[src/rtl/spi_evt_pkg.sv]
package spi_evt_pkg;
  localparam int DATA_W  = 32;
  localparam int CNT_W   = 6;
  localparam int RXTHR_W = 5;
  localparam int TXTHR_W = 6;
  localparam int NSTICKY = 5;

  // Event word bit positions
  localparam int EV_TXE = 15;
  localparam int EV_DON = 14;
  localparam int EV_RXT = 13;
  localparam int EV_RXF = 12;
  localparam int EV_TXT = 11;
  localparam int EV_RNE = 9;
  localparam int EV_TNF = 8;
  localparam int RXCNT_LSB = 24;
  localparam int TXCNT_LSB = 16;

  // Mode register positions
  localparam int MD_EN   = 31;
  localparam int MD_LOOP = 30;
  localparam int MD_TXTHR_LSB = 8;
  localparam int MD_RXTHR_LSB = 0;

  localparam logic [DATA_W-1:0] MODE_IMPL = 32'hC000_3F1F;
  localparam logic [DATA_W-1:0] FLAG_IMPL = 32'h0000_FB00;

  typedef enum logic [1:0] {
    A_MODE = 2'd0,
    A_EVT  = 2'd1,
    A_MASK = 2'd2,
    A_RSVD = 2'd3
  } reg_addr_e;

  // Sticky index order: 0 TXE, 1 DON, 2 RXT, 3 RXF, 4 TXT
  function automatic int sticky_pos(input int idx);
    case (idx)
      0: return EV_TXE;
      1: return EV_DON;
      2: return EV_RXT;
      3: return EV_RXF;
      default: return EV_TXT;
    endcase
  endfunction

  function automatic logic rx_above(input logic [CNT_W-1:0] cnt,
                                    input logic [RXTHR_W-1:0] thr);
    return cnt > CNT_W'(thr);
  endfunction

  function automatic logic tx_reached(input logic [CNT_W-1:0] cnt,
                                      input logic [TXTHR_W-1:0] thr);
    return cnt >= CNT_W'(thr);
  endfunction
endpackage

[src/rtl/spi_evt_ctrl_regs.sv]
module spi_evt_ctrl_regs
  import spi_evt_pkg::*;
(
  input  logic                clk,
  input  logic                rst_n,
  input  logic                wr_mode,
  input  logic                wr_mask,
  input  logic [DATA_W-1:0]   wdata,
  output logic [DATA_W-1:0]   mode_q,
  output logic [DATA_W-1:0]   mask_q,
  output logic                en,
  output logic                loop,
  output logic [TXTHR_W-1:0]  tx_thr,
  output logic [RXTHR_W-1:0]  rx_thr
);
  always_ff @(posedge clk) begin
    if (!rst_n) begin
      mode_q <= '0;
      mask_q <= '0;
    end else begin
      if (wr_mode) mode_q <= wdata & MODE_IMPL;
      if (wr_mask) mask_q <= wdata & FLAG_IMPL;
    end
  end

  assign en     = mode_q[MD_EN];
  assign loop   = mode_q[MD_LOOP];
  assign tx_thr = mode_q[MD_TXTHR_LSB +: TXTHR_W];
  assign rx_thr = mode_q[MD_RXTHR_LSB +: RXTHR_W];
endmodule

[src/rtl/spi_evt_sticky.sv]
module spi_evt_sticky #(
  parameter int N = 5
) (
  input  logic         clk,
  input  logic         rst_n,
  input  logic         en,
  input  logic [N-1:0] set_vec,
  input  logic [N-1:0] clr_vec,
  output logic [N-1:0] sticky_q
);
  for (genvar i = 0; i < N; i++) begin : g_flag
    always_ff @(posedge clk) begin
      if (!rst_n)       sticky_q[i] <= 1'b0;
      else if (!en)     sticky_q[i] <= 1'b0;
      else if (set_vec[i]) sticky_q[i] <= 1'b1;              // set wins
      else if (clr_vec[i]) sticky_q[i] <= 1'b0;
    end
  end
endmodule

[src/rtl/spi_evt_word.sv]
module spi_evt_word
  import spi_evt_pkg::*;
#(
  parameter int N = NSTICKY
) (
  input  logic [N-1:0]      sticky_q,
  input  logic [CNT_W-1:0]  rx_count,
  input  logic [CNT_W-1:0]  tx_free,
  output logic [DATA_W-1:0] evt_word
);
  logic [DATA_W-1:0] sticky_part;

  always_comb begin
    sticky_part = '0;
    for (int i = 0; i < N; i++) sticky_part[sticky_pos(i)] = sticky_q[i];
  end

  always_comb begin
    evt_word = sticky_part;
    evt_word[RXCNT_LSB +: CNT_W] = rx_count;
    evt_word[TXCNT_LSB +: CNT_W] = tx_free;
    evt_word[EV_RNE] = |rx_count;
    evt_word[EV_TNF] = |tx_free;
  end
endmodule

[src/rtl/spi_evt_irq_unit.sv]
module spi_evt_irq_unit
  import spi_evt_pkg::*;
#(
  parameter int RX_DEPTH = 32,
  parameter int TX_DEPTH = 32
) (
  input  logic                clk,
  input  logic                rst_n,
  input  logic                bus_sel,
  input  logic                bus_wr,
  input  logic [1:0]          bus_addr,
  input  logic [DATA_W-1:0]   bus_wdata,
  output logic [DATA_W-1:0]   bus_rdata,
  input  logic [CNT_W-1:0]    rx_count,
  input  logic [CNT_W-1:0]    tx_free,
  input  logic                xfer_done,
  output logic                loop_en,
  output logic                irq
);
  localparam logic [CNT_W-1:0] RX_FULL_CNT  = CNT_W'(RX_DEPTH);
  localparam logic [CNT_W-1:0] TX_EMPTY_CNT = CNT_W'(TX_DEPTH);

  reg_addr_e addr;
  logic wr_mode, wr_mask, wr_evt;
  logic [DATA_W-1:0] mode_q, mask_q, evt_word;
  logic en;
  logic [TXTHR_W-1:0] tx_thr;
  logic [RXTHR_W-1:0] rx_thr;
  logic [NSTICKY-1:0] set_vec, clr_vec, sticky_q;

  assign addr    = reg_addr_e'(bus_addr);
  assign wr_mode = bus_sel && bus_wr && (addr == A_MODE);
  assign wr_evt  = bus_sel && bus_wr && (addr == A_EVT);
  assign wr_mask = bus_sel && bus_wr && (addr == A_MASK);

  spi_evt_ctrl_regs u_regs (
    .clk, .rst_n, .wr_mode, .wr_mask, .wdata(bus_wdata),
    .mode_q, .mask_q, .en, .loop(loop_en), .tx_thr, .rx_thr
  );

  // Set conditions, index order from sticky_pos
  assign set_vec[0] = (tx_free == TX_EMPTY_CNT);
  assign set_vec[1] = xfer_done;
  assign set_vec[2] = rx_above(rx_count, rx_thr);
  assign set_vec[3] = (rx_count == RX_FULL_CNT);
  assign set_vec[4] = tx_reached(tx_free, tx_thr);

  for (genvar i = 0; i < NSTICKY; i++) begin : g_clr
    assign clr_vec[i] = wr_evt && bus_wdata[sticky_pos(i)];
  end

  spi_evt_sticky #(.N(NSTICKY)) u_sticky (
    .clk, .rst_n, .en, .set_vec, .clr_vec, .sticky_q
  );

  spi_evt_word #(.N(NSTICKY)) u_word (
    .sticky_q, .rx_count, .tx_free, .evt_word
  );

  assign irq = en && (|(evt_word & mask_q));

  always_comb begin
    case (addr)
      A_MODE:  bus_rdata = mode_q;
      A_EVT:   bus_rdata = evt_word;
      A_MASK:  bus_rdata = mask_q;
      default: bus_rdata = '0;
    endcase
  end
endmodule

[config.mk]
export PLATFORM = sky130hd
export DESIGN_NAME = spi_evt_irq_unit
export DESIGN_NICKNAME = d
export VERILOG_FILES = /design/src/rtl/spi_evt_pkg.sv /design/src/rtl/spi_evt_ctrl_regs.sv /design/src/rtl/spi_evt_sticky.sv /design/src/rtl/spi_evt_word.sv /design/src/rtl/spi_evt_irq_unit.sv
export SDC_FILE = /design/constraint.sdc
export NUM_CORES = 1
export LEC_CHECK = 0
export BUFFER_PORTS_ARGS = -buffer_cell sky130_fd_sc_hd__buf_2
export CELL_PAD_IN_SITES_DETAIL_PLACEMENT = 0
export CELL_PAD_IN_SITES_GLOBAL_PLACEMENT = 1
export CORE_MARGIN = 5
export CORE_UTILIZATION = 34
export CTS_BUF_LIST = sky130_fd_sc_hd__clkbuf_4
export DETAILED_ROUTE_END_ITERATION = 8
export PLACE_DENSITY_LB_ADDON = 0.1
export SYNTH_ARGS = -nofsm -noshare
export SYNTH_HDL_FRONTEND = slang
export SYNTH_SLANG_ARGS = --single-unit
[constraint.sdc]
create_clock -name clk -period 3.6 [get_ports clk]
set_input_delay 0.72 -clock clk [delete_from_list [all_inputs] [get_ports clk]]
set_output_delay 0.72 -clock clk [all_outputs]
set_load 0.03 [all_outputs]
After elaboration in Yosys (flattened, before gate mapping). Cells that the tools add are included.

Flip-flop bits (word level): 25. Bits of input ports: 51. Output and inout port bits: 34.

Reductions and logical operators: 20. Equality and inequality tests: 4. $lt $le $gt $ge: 2. Bitwise logic cells: 1. Muxes and demuxes: 11.

Operators by type and width (number): $pmux W32 S3 (1); $reduce_or A32 Y1 (1); $and A30 B16 Y30 (1); $eq A6 B6 Y1 const B (2); $reduce_or A6 Y1 (2); $logic_and A1 B1 Y1 (10); $mux W1 (10); $reduce_bool A2 Y1 (5); $ge A6 B6 Y1 (1); $gt A6 B5 Y1 (1); $eq A2 B1 Y1 const B (1); $eq A2 B2 Y1 const B (1); $logic_not A2 Y1 (1); $reduce_and A2 Y1 (1).

Logic depth before layout (Yosys ltp).
Word-level depth: 5. Depth in mapped cells: 7. Gate-level depth less buffers: 6.

Hierarchy. A second synthesis with hierarchy kept.

Cell total of the unflattened synthesis: 358. Area, all modules: 2865.2 um^2.

By module, submodules not included: spi_evt_ctrl_regs (times used 1, sequential area each 400.4 um^2, cells an instance 123, area each 1203.7 um^2); spi_evt_irq_unit (times used 1, sequential area each 0.0 um^2, cells an instance 177, area each 1188.6 um^2); spi_evt_word (times used 1, sequential area each 0.0 um^2, cells an instance 37, area each 256.5 um^2); spi_evt_sticky (times used 1, sequential area each 100.1 um^2, cells an instance 21, area each 216.5 um^2).

Least setup slack after synthesis. Ideal clock, no wire load.

Path type: input to output. Start point: input port bus_addr[0]. End point: output port bus_rdata[8]. Setup slack: 1043 ps. Arrival time: 1837 ps. Stages on the path: 5. Cell sequence: buf_4 -> buf_2 -> nand3_1 -> o21ai_0 -> o21ai_0.

Cells in the longest elaborated chain, start to end: 2. Elaborated cells between the ends (all ways): 4. Classes of those cells: eq/ne (2); mux (1); reduce/logical (1).

Ends and longest elaborated chain: start: declaration (RTL line spi_evt_irq_unit.sv:11) `input logic [1:0] bus_addr,`; $eq A2 B2 Y1, or another cell as far along (RTL line spi_evt_irq_unit.sv:63) `case (addr)`; $pmux W32 S3 (*) (RTL line spi_evt_irq_unit.sv:63); end: declaration (RTL line spi_evt_irq_unit.sv:13) `output logic [DATA_W-1:0] bus_rdata,`.

Mark *: on every way between the ends. The rest lies on a longest branch, timed or not.

Worst setup path after layout.
Start point: input port tx_free[4]. End point: output port irq.

Cells in the longest elaborated chain, start to end: 4.

Ends and longest elaborated chain: start: declaration (RTL line spi_evt_irq_unit.sv:15) `input logic [CNT_W-1:0] tx_free,`; $reduce_or A6 Y1 (RTL line spi_evt_word.sv:23) `evt_word[EV_TNF] = |tx_free;`; $and A30 B16 Y30 (*) (RTL line spi_evt_irq_unit.sv:60) `assign irq = en && (|(evt_word & mask_q));`; $reduce_or A32 Y1 (*) (RTL line spi_evt_irq_unit.sv:60); $logic_and A1 B1 Y1 (*) (RTL line spi_evt_irq_unit.sv:60); end: declaration (RTL line spi_evt_irq_unit.sv:18) `output logic irq`.

Marks and branches as above.

==> results.txt <==
----------------------------------------------------
[Yosys]
  Post-synthesis adder-cell area fraction ... 0.08567
  Netlist Area Pre-Place ... ~1600 um^2
  Post-synthesis share of cell area spent on xor and xnor gates ... 0
  Flop and latch count out of synthesis ... 25
  Gate Count Post-Synth ... 211
  Top cells by area in the synthesized netlist ... sky130_fd_sc_hd__dfxtp_1 (31%), sky130_fd_sc_hd__nand2_1 (13%), sky130_fd_sc_hd__ha_1 (8.6%)
  Yosys warns ... 0
  Multiplexer share of the synthesized area ... 0.01869
  Biggest area consumer among synthesized cells ... sky130_fd_sc_hd__dfxtp_1
  Ranking of synthesized cells by instance count ... sky130_fd_sc_hd__nand2_1 (54), sky130_fd_sc_hd__dfxtp_1 (25), sky130_fd_sc_hd__a21boi_1 (17)
  Post-synthesis async set-or-reset flop share ... 0
  Post-synth cell types ... 38
  Dominant combinational cell family by area after synthesis ... simple AND/OR/NAND/NOR gates
  Area fraction in and, or, nand and nor cells after synthesis ... 0.2998
  Sequential cell area fraction in the yosys report ... 0.3115
  Most used standard cell by instance count after synthesis ... sky130_fd_sc_hd__nand2_1
  Number of synthesized flops with an enable pin ... 0
  Area fraction in compound gates after synthesis ... 0.1963
  Top-area cell type share of the netlist area ... 0.3115
  Top_reg_cell synth ... sky130_fd_sc_hd__dfxtp_1
  Post-Synthesis Mean Instance Area ... 7.614 um^2

[Clock tree]
  CTS tree ... done
  CTS sink count ... 25
  Number of instances resized during post-cts repair ... 0
  Count of hold-fix buffers inserted at cts ... 0
  H-Tree Depth ... 1
  Number of buffers on the longest clock path ... 2
  Number of CTS-inserted buffers ... 3
  Post-CTS Repair Setup Buffers ... 0
  Clock tree root buffer cell ... sky130_fd_sc_hd__clkbuf_4
  Clock-pin slew reported for the worst setup and hold paths after clock tree synthesis ... 140 ps
  Insertion delay to the later sink of the worst-skew pair ... 310 ps

[Layout]
  Final #Nets ... about 330
  Final non-filler cell area ... 1937 um^2
  Ratio of cells with drive above 1 in the final layout ... 0.2632
  P&R area growth vs syn ... 20.56%
  Final core utilization ... 0.4156
  Filler Cell Count ... 518
  Antenna Cells ... 0
  Area used by sequential logic in the layout ... 500.5 um^2
  Area taken by multi-input logic gates ... 983.4 um^2

[STA]
  Tcrit/Tclk final ... 0.7324
  Hold Violations, Final ... 0
  Setup tns final ... 0 ps
  Worst rel slew slack ... 0.5925
  Achievable clock frequency ... ~380 MHz
  Final Slew Violations ... 0
  Final period demand of the worst path ... approximately 2600 ps
  Setup-violating endpoint count in the final report ... 0
  Transition time of the tightest slew-check pin ... 609.5 ps
  Clock tree skew after final layout ... about 2.3 ps
  Unrepaired setup endpoints after global routing ... false

[Worst setup path]
  Type of element launching the critical path ... primary input
  Slowest library cell on the worst path ... sky130_fd_sc_hd__nor4_2
  Ordered list of cells on the worst path ... buf_2 > nor4_2 > nand2_1 > a221oi_1 > nor2b_1 > buf_2
  Data required time at the worst endpoint ... 2880 ps
  Top cell by count, worst path ... sky130_fd_sc_hd__buf_2
  Max incr delay on CP ... 390 ps
  Critical Path End Type ... output port
  Setup slack of the most critical reg-to-reg path ... 2150 ps
  Worst-path fanout max ... 3
  Critical path arrival ... 1920 ps
  Buffering stage count on the worst path with inverters included ... 2
  Critical path class ... in2out
  Kind of cell adding the most delay to the critical path ... simple AND/OR/NAND/NOR gates

[Status]
  Run status ... completed

[Hold path]
  Path class of the lowest-slack min-delay path ... reg2reg

[Pwr]
  Switching share of total power ... 0.3028
  Static leakage ... 0.8621 nW
  Worst voltage drop across the vdd grid ... 175.1 uV
  Cell Int Power ... 373.8 uW
  Relative contribution of sequential cells to total power ... 0.533
  Overall power of the completed layout ... 536.1 uW
  Switching power summed over all nets ... 162.3 uW
  Combinational share of power ... 0.212
  Clock network fraction of total power ... 0.255
  Pwr/cell area ... about 280 nW/um^2

[Die]
  DIE AREA ... 6200 um^2
  Die span in x ... roughly 80 um
  Number of placed I/O pins ... 85
  Core footprint ... 4661 um^2
  Initial standard-cell utilization of the core ... 0.3447
  Chip Height ... 78.74 um
  Number of core rows ... 25

[Drt]
  Highest Signal Layer ... met4
  Post-detailed-route via-to-cell ratio ... 4.956
  DR pass1 iterations ... 4
  Final wirelength ... about 4.6 mm
  Antenna-violating nets left ... 0
  Met2 Routed Length ... 2.061 mm
  Post-route DRC ... 0
  M1 wire length ... 2.325 mm
  Violation count after the first detailed-route iteration ... 50
  Number of vias after detailed routing ... between 1500 and 2000
  Met3 layer wire length in the routed design ... 233 um
  Average detailed-routed wire length per instance ... around 14 um

[Flow run]
  Max Cap Violations ... 0

[Place]
  Gp weighted congestion ... ~0.79
  Instance area after placement ... 1907 um^2
  Half-perimeter wire length after placement ... 3.669 mm
  Count of buffers inserted at the top-level ports ... 62

[Global routing]
  Vias in the first global route ... 1576
  Maximum number of pins on one net before global-route repair ... 23
  Wire length of the first global-routing pass ... 7.817 mm
  Antenna violations before repair ... 0
  Total global-route track usage ... 0.1563
  Remaining Overflow, GRT ... 0

----------------------------------------------------
-- metal layers --
layer	up-vias	GRT usage
li1	820	-
met1	724	0.2248
met2	40	0.2479
met3	2	0.02608
met4	0	0.02622
met5	-	0
-- placed cells by master (no fill, tap or decap), drive strengths merged, types with 2 or more instances in the layout --
cell type  Yosys  final
nand2         54     54
nor2b          3      3
and2          16     16
a21boi        20     20
dfxtp         25     25
and4b          2      2
a221oi         2      2
buf           11     62
nand3          6      6
ha            11     11
o21ai          8      8
nor2           6      6
a32oi          2      2
inv           12     12
and3           2      2
a22o           2      2
a21o           2      2
clkbuf         4      4
conb           1      5
mux2i          3      3
a21oi          2      2
nor3           6      6
nor4           2      2
-- through the flow --
step	hold slack, ps	setup slack [ps]	instances
6_report	460.7	963.3	320
2_1_floorplan	435.1	1043	215
3_5_place_dp	447.2	937.8	316
3_3_place_gp	442.3	924.3	316
4_1_cts	466.0	931.8	320
5_1_grt	484.7	789.5	320
-- cells by family after synthesis --
logic type      count (synthesis)
buf+inv                        27
compound gates                 44
other cells                     1
mux                             3
flops                          25
simple gates                  100
fa+ha+maj                      11
-- registers in the layout, summed over array words and instances (netlist names) --
register,flops
u_regs.mode_q,13
u_regs.mask_q,7
u_sticky.sticky_q,5
-- tightest hold or removal path: cells and delay by family, from the launching register on --
kind	cells	cell delay, ps
simple gates	1	50
compound gates	1	50
flops	1	340
-- path summary, 6_finish.rpt --
| path | from | endpoint | depth (start not counted) |
|---|---|---|---|
| max reg2reg | u_regs.mode_q[12]$_SDFFE_PN0P_ | u_sticky.sticky_q[4]$_SDFFE_PN0P_ | 5 |
| min reg2reg | u_regs.mode_q[4]$_SDFFE_PN0P_ | u_regs.mode_q[4]$_SDFFE_PN0P_ | 2 |
| max | tx_free[4] | irq | 6 |
| min | u_regs.mode_q[4]$_SDFFE_PN0P_ | u_regs.mode_q[4]$_SDFFE_PN0P_ | 2 |
-- cell type report --
class,count,area share
Timing Repair Buffer,62,0.1602
Multi-Input combinational cell,163,0.5078
Tap cell,54,0.03488
Sequential cell,25,0.2584
Inverter,12,0.02326
Clock buffer,4,0.01550
-- power by group through the flow --
stage | Sequential, mW | Clock [mW] | Combinational [mW]
after floorplan | 0.291 | 0 | 0.0754
after global placement | 0.291 | 0 | 0.115
after detailed placement | 0.292 | 0 | 0.115
after CTS | 0.286 | 0.141 | 0.115
after global routing | 0.287 | 0.155 | 0.127
final | 0.285 | 0.137 | 0.114
Power figures use the tool's default switching activity.
